`src/rtl/lockdet_pkg.sv`:
```
package lockdet_pkg;

    // Classification of one phase detector cycle's error.
    typedef enum logic [1:0] {
        ERR_SMALL = 2'd0,
        ERR_MID   = 2'd1,
        ERR_LARGE = 2'd2
    } err_class_e;

    // Verdict handed from the classifier to the run tracker.
    typedef struct packed {
        logic       valid;
        err_class_e cls;
    } verdict_t;

    // Small: below lock limit. Large: strictly above unlock limit.
    function automatic err_class_e classify_err(
        input int unsigned width,
        input int unsigned lock_lim,
        input int unsigned unlock_lim
    );
        if (width < lock_lim)
            return ERR_SMALL;
        else if (width > unlock_lim)
            return ERR_LARGE;
        else
            return ERR_MID;
    endfunction

    function automatic int unsigned max_of(input int unsigned a, input int unsigned b);
        return (a > b) ? a : b;
    endfunction

endpackage

```
`src/rtl/pd_width_meter.sv`:
```
module pd_width_meter #(
    parameter int CNT_W = 8
) (
    input  logic             clk_i,
    input  logic             rst_i,
    input  logic             up_i,
    input  logic             dn_i,
    input  logic             pd_strobe_i,
    output logic             meas_valid_o,
    output logic [CNT_W-1:0] meas_width_o
);
    logic             active;
    logic             primed_q;
    logic [CNT_W-1:0] acc_q;

    assign active = up_i | dn_i;

    always_ff @(posedge clk_i) begin
        if (rst_i) begin
            acc_q        <= '0;
            primed_q     <= 1'b0;
            meas_valid_o <= 1'b0;
            meas_width_o <= '0;
        end else begin
            meas_valid_o <= pd_strobe_i & primed_q;
            if (pd_strobe_i) begin
                meas_width_o <= acc_q;
                primed_q     <= 1'b1;
                acc_q        <= {{(CNT_W-1){1'b0}}, active};
            end else if (active && (acc_q != {CNT_W{1'b1}})) begin
                acc_q <= acc_q + CNT_W'(1);
            end
        end
    end
endmodule

```
`src/rtl/pd_error_classifier.sv`:
```
module pd_error_classifier
    import lockdet_pkg::*;
#(
    parameter int CNT_W        = 8,
    parameter int LOCK_LIMIT   = 3,
    parameter int UNLOCK_LIMIT = 5
) (
    input  logic             meas_valid_i,
    input  logic [CNT_W-1:0] meas_width_i,
    output verdict_t         verdict_o
);
    always_comb begin
        verdict_o.valid = meas_valid_i;
        verdict_o.cls   = classify_err(int'(unsigned'(meas_width_i)),
                                       LOCK_LIMIT, UNLOCK_LIMIT);
    end
endmodule

```
`src/rtl/lock_run_tracker.sv`:
```
module lock_run_tracker
    import lockdet_pkg::*;
#(
    parameter int RUN_SHORT = 3,
    parameter int RUN_LONG  = 5,
    localparam int RUN_W    = $clog2(max_of(RUN_SHORT, RUN_LONG) + 1)
) (
    input  logic             clk_i,
    input  logic             rst_i,
    input  verdict_t         verdict_i,
    input  logic             run_sel_i,
    output logic             lock_o,
    output logic [RUN_W-1:0] run_cnt_o
);
    logic [RUN_W-1:0] need;
    logic [RUN_W:0]   bumped;

    assign need   = run_sel_i ? RUN_W'(RUN_LONG) : RUN_W'(RUN_SHORT);
    assign bumped = {1'b0, run_cnt_o} + (RUN_W+1)'(1);

    always_ff @(posedge clk_i) begin
        if (rst_i) begin
            lock_o    <= 1'b0;
            run_cnt_o <= '0;
        end else if (verdict_i.valid) begin
            if (!lock_o) begin
                if (verdict_i.cls == ERR_SMALL) begin
                    if (bumped >= {1'b0, need}) begin
                        run_cnt_o <= need;
                        lock_o    <= 1'b1;
                    end else begin
                        run_cnt_o <= bumped[RUN_W-1:0];
                    end
                end else begin
                    run_cnt_o <= '0;
                end
            end else if (verdict_i.cls == ERR_LARGE) begin
                lock_o    <= 1'b0;
                run_cnt_o <= '0;
            end
        end
    end
endmodule

```
`src/rtl/phase_lock_detect.sv`:
```
module phase_lock_detect
    import lockdet_pkg::*;
#(
    parameter int CNT_W        = 8,
    parameter int LOCK_LIMIT   = 3,
    parameter int UNLOCK_LIMIT = 5,
    parameter int RUN_SHORT    = 3,
    parameter int RUN_LONG     = 5,
    localparam int RUN_W       = $clog2(max_of(RUN_SHORT, RUN_LONG) + 1)
) (
    input  logic clk_i,
    input  logic rst_i,
    input  logic up_i,
    input  logic dn_i,
    input  logic pd_strobe_i,
    input  logic run_sel_i,
    output logic lock_o
);
    logic             meas_valid;
    logic [CNT_W-1:0] meas_width;
    verdict_t         verdict;
    logic [RUN_W-1:0] run_cnt;

    pd_width_meter #(.CNT_W(CNT_W)) u_meter (
        .clk_i        (clk_i),
        .rst_i        (rst_i),
        .up_i         (up_i),
        .dn_i         (dn_i),
        .pd_strobe_i  (pd_strobe_i),
        .meas_valid_o (meas_valid),
        .meas_width_o (meas_width)
    );

    pd_error_classifier #(
        .CNT_W        (CNT_W),
        .LOCK_LIMIT   (LOCK_LIMIT),
        .UNLOCK_LIMIT (UNLOCK_LIMIT)
    ) u_class (
        .meas_valid_i (meas_valid),
        .meas_width_i (meas_width),
        .verdict_o    (verdict)
    );

    lock_run_tracker #(
        .RUN_SHORT (RUN_SHORT),
        .RUN_LONG  (RUN_LONG)
    ) u_track (
        .clk_i     (clk_i),
        .rst_i     (rst_i),
        .verdict_i (verdict),
        .run_sel_i (run_sel_i),
        .lock_o    (lock_o),
        .run_cnt_o (run_cnt)
    );
endmodule

```
`config.mk`:
```
export PLATFORM = sky130hd
export DESIGN_NAME = phase_lock_detect
export DESIGN_NICKNAME = d
export VERILOG_FILES = /design/src/rtl/lockdet_pkg.sv /design/src/rtl/pd_width_meter.sv /design/src/rtl/pd_error_classifier.sv /design/src/rtl/lock_run_tracker.sv /design/src/rtl/phase_lock_detect.sv
export SDC_FILE = /design/constraint.sdc
export NUM_CORES = 1
export LEC_CHECK = 0
export BUFFER_PORTS_ARGS = -buffer_cell sky130_fd_sc_hd__buf_2
export CAP_MARGIN = 25
export CELL_PAD_IN_SITES_DETAIL_PLACEMENT = 1
export CELL_PAD_IN_SITES_GLOBAL_PLACEMENT = 1
export CORE_UTILIZATION = 45
export CTS_CLUSTER_DIAMETER = 40
export CTS_CLUSTER_SIZE = 12
export DETAILED_ROUTE_END_ITERATION = 6
export GPL_ROUTABILITY_DRIVEN = 0
export MAX_ROUTING_LAYER = met4
export PLACE_DENSITY = 0.83
export SKIP_LAST_GASP = 1
export SYNTH_ARGS = -nofsm -noshare
export SYNTH_HDL_FRONTEND = slang
export SYNTH_HIERARCHICAL = 1
export SYNTH_SLANG_ARGS = --single-unit
```
`constraint.sdc`:
```
create_clock -name clk_i -period 2.4 [get_ports clk_i]
set_input_delay 0 -clock clk_i [delete_from_list [all_inputs] [get_ports clk_i]]
set_output_delay 0 -clock clk_i [all_outputs]
set_load 0.05 [all_outputs]
```
After elaboration in Yosys (flattened, before gate mapping)
Index checks and enable logic that the tools add are counted.
{ "totals": {"out_inout_bits": 1, "inputBits": 6, "wordCells": 35, "reg_bits": 22} }
{ "classes": {"muxes": 13, "eq_ne": 3, "reduce_logical": 5, "n_lt_le_gt_ge": 3, "add_sub_neg": 2, "n_bitwise": 2} }
{ "op_table": {"columns": ["cell", "n"], "rows": [
  ["2-to-1 mux 3 bit", 5],
  ["adder 8 x 1 -> 8 bit, second input constant", 1],
  ["> comparator 8 x 3 -> 1 bit, second input constant", 1],
  ["less-than comparator 8 x 2 -> 1 bit, second input constant", 1],
  ["!= test 8 bit, second input constant", 1],
  ["2-to-1 mux 1 bit", 6],
  ["adder 3 x 1 -> 4 bit, second input constant", 1],
  [">= comparator 4 x 3 -> 1 bit", 1],
  ["2-to-1 mux 2 bit", 2],
  ["== test 2 bit, second input constant", 1],
  ["zero test 2 bit", 1],
  ["!= test 2 bit, second input constant", 1],
  ["AND reduction 2 bit", 1],
  ["nonzero test 2 bit", 1],
  ["OR reduction 2 bit", 1],
  ["bitwise AND 1 bit", 1],
  ["logical AND 1 bit", 1],
  ["OR 1 bit", 1]
]} }

Longest topological paths before layout
Gate-level depths: netlist of run 1.
{ "logic_depth": {"depth_word": 6, "mapped_depth": 7, "depth_no_buf": 7} }

By module
The synthesis of run 1 kept the hierarchy.
{ "modules_own_cells": {"columns": ["module", "seq_area_each_um2", "cells_each", "instances", "area_each_um2"], "rows": [
  ["pd_width_meter", 360.3, 80, 1, 754.5],
  ["lock_run_tracker", 80.1, 45, 1, 371.6],
  ["pd_error_classifier", 0.0, 6, 1, 48.8]
]} }

Worst setup path after synthesis of run 1
OpenSTA, ideal clock, no wires.
{ "synth_path": {"path_kind": "register -> register", "from": "register u_meter.meas_width_o[4]", "to": "register u_track.run_cnt_o[2]", "n_path_buf": 0, "setup_ns": 0.060, "arrival_ns": 1.983, "stages_incl_launch_ff": 6, "path_slack_ns": 0.358, "synth_period_minus_slack_ns": 2.042, "t_required_ns": 2.340, "path_cell_list": "dfxtp_1 -> or4_4 -> a211o_1 -> or4_1 -> o32ai_2 -> a32o_2"} }
{ "synth_lines": {"columns": ["item", "line", "source"], "rows": [
  ["from (decl)", "pd_width_meter.sv:10", "output logic [CNT_W-1:0] meas_width_o"],
  ["from (signal assigned)", "pd_width_meter.sv:27", "meas_width_o <= acc_q;"],
  ["to (signal assigned)", "lock_run_tracker.sv:29", "run_cnt_o <= need;"],
  ["to (signal assigned)", "lock_run_tracker.sv:32", "run_cnt_o <= bumped[RUN_W-1:0];"],
  ["to (decl)", "lock_run_tracker.sv:13", "output logic [RUN_W-1:0] run_cnt_o"]
]} }

Worst setup path in the final report of run 1
{ "layout_path": {"from": "register u_track.run_cnt_o[1]", "to": "register u_track.run_cnt_o[2]"} }
{ "layout_between": {"elab_chain_cells": 5} }
{ "layout_lines": {"columns": ["item", "line", "source"], "rows": [
  ["adder 3 x 1 -> 4 bit *", "lock_run_tracker.sv:19", "assign bumped = {1'b0, run_cnt_o} + (RUN_W+1)'(1);"],
  [">= comparator 4 x 3 -> 1 bit", "lock_run_tracker.sv:28", "if (bumped >= {1'b0, need}) begin"],
  ["2-to-1 mux 3 bit *", "lock_run_tracker.sv:28", null],
  ["2-to-1 mux 3 bit *", "lock_run_tracker.sv:27", "if (verdict_i.cls == ERR_SMALL) begin"],
  ["2-to-1 mux 3 bit *", "lock_run_tracker.sv:26", "if (!lock_o) begin"]
]} }
Mark *: on every way between the ends. The rest lies on a longest branch, timed or not.
A chain may end at the register's enable or synchronous reset.

==> results of run 1 <==
## report_power, final
group          internal, W   total, W  switching (W)
logic            0.0000306  0.0000736      0.0000430
registers         0.000373   0.000380     0.00000729
clock network     0.000169   0.000287       0.000118
total             0.000572   0.000741       0.000168
## sequential cells by signal, indices dropped and copies added, names as in the netlist
signal,cells
u_track/lock_o,1
u_meter/meas_width_o,8
u_meter/primed_q,1
u_track/run_cnt_o,3
u_meter/meas_valid_o,1
u_meter/acc_q,8
## per-layer routing
layer	up-vias	GRT usage [%]	wire length, µm
met5	-	-	0
met3	4	3.45	41
met1	484	31.7	1450
li1	498	-	-
met4	0	7.89	30
met2	10	28.9	1110
## through the flow
| stage | power (W) | instance area [µm²] | std cells |
|---|---|---|---|
| final | 0.000741 | 1270 | 167 |
| after global routing | 0.000774 | 1270 | 167 |
| after CTS | 0.000748 | 1270 | 167 |
| after detailed placement | 0.000460 | 1220 | 163 |
| after global placement | 0.000457 | 1220 | 163 |
| after floorplan | 0.000440 | 1170 | 131 |
## worst register-to-register path, stage by stage (launching register included)
cell,delay [ps]
dfxtp_1,450
ha_1,260
xor2_1,90
ha_1,350
o21ai_0,100
o21ai_0,400
o21ai_0,180
a32o_2,300
## synthesized netlist by cell type, drive strengths merged (2+ instances only)
cell	count	area, µm²
nand3b	2	15.0
inv	4	15.0
nand3	4	30.0
mux2i	8	80.1
nand2b	3	18.8
a21oi	7	35.0
nand2	6	22.5
buf	3	23.8
o221ai	2	17.5
a211oi	2	15.0
a211o	2	17.5
o21ai	6	30.0
or4	3	26.3
and3	2	13.8
dfxtp	22	440
a32o	2	21.3
nor3b	3	22.5
ha	3	37.5
nor2	19	71.3
or2	2	12.5
o22ai	3	25.0
xor2	3	26.3
clkbuf	2	7.51
nor4	2	12.5
or3	2	12.5
nor2b	3	18.8
## layout make-up
class	count	area [µm²]	area share, %
clock inverters	1	30.0	2.36
multi-input cells	100	688	54.1
repair buffers	7	37.5	2.95
well taps	30	37.5	2.95
inverters	4	15.0	1.18
flip-flops and latches	22	440	34.6
clock buffers	3	22.5	1.77
## worst paths after layout
check                                                       start                                 to  slack, ps  depth (start not counted)
worst max-delay path            u_track/run_cnt_o[1]$_SDFFE_PP0P_  u_track/run_cnt_o[2]$_SDFFE_PP0P_        190                          7
worst min-delay path                                  pd_strobe_i    u_meter/meas_valid_o$_SDFF_PP0_         50                          3
worst min register to register      u_meter/primed_q$_SDFFE_PP0P_    u_meter/meas_valid_o$_SDFF_PP0_        450                          2
worst max register to register  u_track/run_cnt_o[1]$_SDFFE_PP0P_  u_track/run_cnt_o[2]$_SDFFE_PP0P_        190                          7
## cells by family after synthesis
kind of cell / Yosys count / synth area share, %
xor gates and xnor gates: 4 / 2.98
muxes: 8 / 6.82
DFF: 22 / 37.5
and+or+nand+nor: 53 / 25.3
AOI/OAI and AO/OA: 32 / 20.2
buffers and inverters: 9 / 3.94
adders and majority gates: 3 / 3.20
==> flow_summary.json, run 1 <==
{
  "outcome": "completed",
  "portBuffers": 6,
  "finalSetupTns_ps": 0,
  "grt_pass1_vias": 891,
  "crit_top_cell": "o21ai_0",
  "post_cts_buffers": 0,
  "ys_seq_area_share_pct": 37.5,
  "ctsResizeCount": 0,
  "boundaryPins": 7,
  "detail-route-antenna-nets": 0,
  "dp_hpwl_um": 1900,
  "die_area_um2": 2820,
  "cts_sinks": 22,
  "cts_tree": "yes",
  "clock_path_buffers": 2,
  "synth_cell_types": 44,
  "wl_um": 2630,
  "clk_pin_slew_ps": 130,
  "synth_edf_count": 0,
  "coreArea_um2": 2480,
  "timing.hold.ws_ps": 53.3,
  "max_cap_violations": 0,
  "start_kind": "register",
  "hp-class": "input port to register",
  "crit_chain": "ha_1 -> xor2_1 -> ha_1 -> o21ai_0 -> o21ai_0 -> o21ai_0 -> a32o_2",
  "path_max_fanout": 6,
  "cts-root-buf": "clkbuf_4",
  "finalMaxSlewViolations": 0,
  "vias": 996,
  "min_period_ps": 2210,
  "final_core_util_pct": 51.3,
  "area_delta_synth_final_pct": 8.20,
  "p_leak_nw": 0.522,
  "layout_commonest_cell": "dfxtp_1",
  "syn_avg_cell_area_um2": 8.97,
  "drive_gt1_share_pct": 16.1,
  "ys_seq_elements": 22,
  "finalHoldViolCount": 0,
  "max_slew_margin_pct": 68.7,
  "clk_latency_ps": 310,
  "first_pass_iters": 4,
  "max_clock_freq_mhz": 453,
  "cpMaxStageDelayCell": "dfxtp_1",
  "cpPeakStageDelay_ps": 450,
  "final_cell_mix": "22 x dfxtp_1, 19 x nor2_1, 8 x mux2i_1",
  "finClkSkew_ps": 1.15,
  "synth.net_count": 140,
  "grt-ovfl-total": 0,
  "synth_warnings": 6,
  "cellPowerDensity_nw_per_um2": 583,
  "die_w_um": 53.1,
  "critPathKind": "register to register",
  "synth_ff_type": "dfxtp_1",
  "die_h_um": 53.1,
  "final.setup.worst_slack_ps": 195,
  "cp.required_ps": 2620,
  "crit_buf_inv": 0,
  "fillCellCount": 300,
  "wire_per_inst_um": 15.7,
  "grt_usage_pct": 21.5,
  "setup_viol": 0,
  "min_period_over_period_pct": 91.9,
  "drtIter0Drc": 24,
  "htree_levels": 1,
  "nNetsFinal": 147,
  "initial_utilization_pct": 47.4,
  "synth_area_um2": 1170,
  "post-place-ws_ps": 260,
  "hold_buffers": 0,
  "cp-end-kind": "register",
  "antenna_found_initial": 0,
  "grt_pass1_wl_um": 4260,
  "vias_per_cell": 5.96,
  "synth_cells": 131,
  "rows": 18,
  "cp_top_family": "compound AO/OA/AOI/OAI gates",
  "numCtsBuffers": 3,
  "critPathArrivalTime_ps": 2420,
  "peakVddDrop_mv": 0.430,
  "diodes": 0,
  "grt_max_degree": 20,
  "tightestPinTransition_ps": 465,
  "post-route-drc-count": 0,
  "async_flop_share_pct": 0,
  "rsz0062_at_grt": "false"
}
Note: power is estimated with default switching activity, not from simulation.
==> inputs of run 2 (changes only) <==
--- a/config.mk
+++ b/config.mk
@@ -7,9 +7,7 @@
 export LEC_CHECK = 0
 export BUFFER_PORTS_ARGS = -buffer_cell sky130_fd_sc_hd__buf_2
 export CAP_MARGIN = 25
-export CELL_PAD_IN_SITES_DETAIL_PLACEMENT = 1
-export CELL_PAD_IN_SITES_GLOBAL_PLACEMENT = 1
-export CORE_UTILIZATION = 45
+export CORE_UTILIZATION = 58
 export CTS_CLUSTER_DIAMETER = 40
 export CTS_CLUSTER_SIZE = 12
 export DETAILED_ROUTE_END_ITERATION = 6
==> flow_summary.json, run 2 (synthesis results as in run 1) <==
{
  "die_area_um2": 2210,
  "finalSetupTns_ps": 0,
  "tightestPinTransition_ps": 424,
  "cp.required_ps": 2660,
  "wl_um": 2240,
  "max_clock_freq_mhz": 464,
  "coreArea_um2": 1820,
  "cellPowerDensity_nw_per_um2": 523,
  "peakVddDrop_mv": 0.514,
  "grt_use_met1_pct": 31.0,
  "grt_pass1_wl_um": 3560,
  "cpMaxStageDelayCell": "or4_1",
  "wire_per_inst_um": 13.8,
  "detail-route-antenna-nets": 0,
  "nNetsFinal": 147,
  "drtIter0Drc": 19,
  "worstRegToRegCells": 5,
  "antenna_found_initial": 0,
  "finClkSkew_ps": 4.87,
  "final_cell_mix": "22 x dfxtp_1, 19 x nor2_1, 8 x mux2i_1",
  "clk_pin_slew_ps": 120,
  "die_w_um": 47.0,
  "finalMaxSlewViolations": 0,
  "numCtsBuffers": 3,
  "area_delta_synth_final_pct": 6.28,
  "critPathArrivalTime_ps": 2410,
  "grt_max_degree": 20,
  "final_core_util_pct": 68.6,
  "rows": 15,
  "crit_chain": "or4_4 -> a211o_1 -> or4_1 -> o32ai_2 -> a32o_2",
  "post-route-drc-count": 0,
  "min_period_over_period_pct": 89.8,
  "gr-usage-met3_pct": 3.85,
  "portBuffers": 6,
  "fillCellCount": 163,
  "cts_tree": "yes",
  "grt-ovfl-total": 0,
  "clock_path_buffers": 2,
  "cts-root-buf": "clkbuf_4",
  "grt_pass1_vias": 880,
  "initial_utilization_pct": 64.5,
  "cpPeakStageDelay_ps": 560,
  "outcome": "completed",
  "critPathKind": "register to register",
  "first_pass_iters": 4,
  "vias": 979,
  "clk_latency_ps": 300,
  "min_period_ps": 2150,
  "hold_depth": 2,
  "setup_viol": 0,
  "top_usage_layer": "met2",
  "max_slew_margin_pct": 71.6,
  "start_kind": "register",
  "finalHoldViolCount": 0,
  "rsz0062_at_grt": "false",
  "hp-class": "input port to register",
  "p_leak_nw": 0.515,
  "path_max_fanout": 4,
  "dp_hpwl_um": 1660,
  "htree_levels": 1,
  "vias_per_cell": 6.04,
  "drive_gt1_share_pct": 16.1,
  "top_regs": "u_meter/acc_q (8), u_meter/meas_width_o (8), u_track/run_cnt_o (3)",
  "gr-usage-met2_pct": 36.1,
  "die_h_um": 47.0,
  "cp-end-kind": "register",
  "diodes": 0,
  "cts_sinks": 22,
  "layout_commonest_cell": "dfxtp_1",
  "max_cap_violations": 0,
  "boundaryPins": 7,
  "grt_usage_pct": 23.4
}
[run 2: cell types whose count changed in the layout (fill, tap and decap cells not counted)]
cell / change
bufinv_16: -1
clkbuf_8: +1
o21ai_0: -1
o21ai_1: +1
[run 2: report_power, final]
part / switching [W] / internal [W] / leakage (nW)
logic: 0.0000405 / 0.0000304 / 0.316
clock network: 0.000111 / 0.0000926 / 0.0210
registers: 0.00000672 / 0.000373 / 0.178
[run 2: through the flow]
stage	cell area [µm²]	power (W)	instances	hold slack [ps]	setup WS, ps
finish	1250	0.000654	162	55.7	246
global placement	1210	0.000455	158	366	317
floorplan	1170	0.000440	131	69.1	358
CTS	1250	0.000654	162	55.6	247
global route	1250	0.000676	162	60.2	153
detailed placement	1210	0.000457	158	378	276
[run 2: final timing paths]
check,to,startpoint,slack [ps]
max,u_track/run_cnt_o[2]$_SDFFE_PP0P_,u_meter/meas_width_o[4]$_SDFFE_PP0P_,250
min,u_meter/meas_width_o[1]$_SDFFE_PP0P_,rst_i,60
max reg2reg,u_track/run_cnt_o[2]$_SDFFE_PP0P_,u_meter/meas_width_o[4]$_SDFFE_PP0P_,250
min reg2reg,u_meter/meas_valid_o$_SDFF_PP0_,u_meter/primed_q$_SDFFE_PP0P_,450
[run 2: repair_timing]
action	in CTS	in global routing
setup buffers	0	0
gates resized for setup	0	1
endpoints found under the setup margin	0	2
hold buffers	0	0
[run 2: critical path, delay by kind of cell, from the launching register on]
| family | cells | cell delay (ps) |
|---|---|---|
| AOI/OAI and AO/OA | 3 | 680 |
| DFF | 1 | 330 |
| and+or+nand+nor | 2 | 1090 |
[run 2: area by class of cell]
type / count / area [µm²] / share of cell area [%]
tap: 25 / 31.3 / 2.51
multi-input combinational: 100 / 688 / 55.1
sequential: 22 / 440 / 35.3
inverter: 4 / 15.0 / 1.20
clock buffer: 4 / 36.3 / 2.91
timing repair buffer: 7 / 37.5 / 3.01
[run 2: layer usage]
metal  routed length, µm  part of all wire [%]  vias to the layer above
met1                1150                    52                      467
met4                  16                  0.71                        0
met5                   0                     0                        -
met3                  48                   2.1                        2
met2                1020                    45                       13
li1                    -                     -                      497
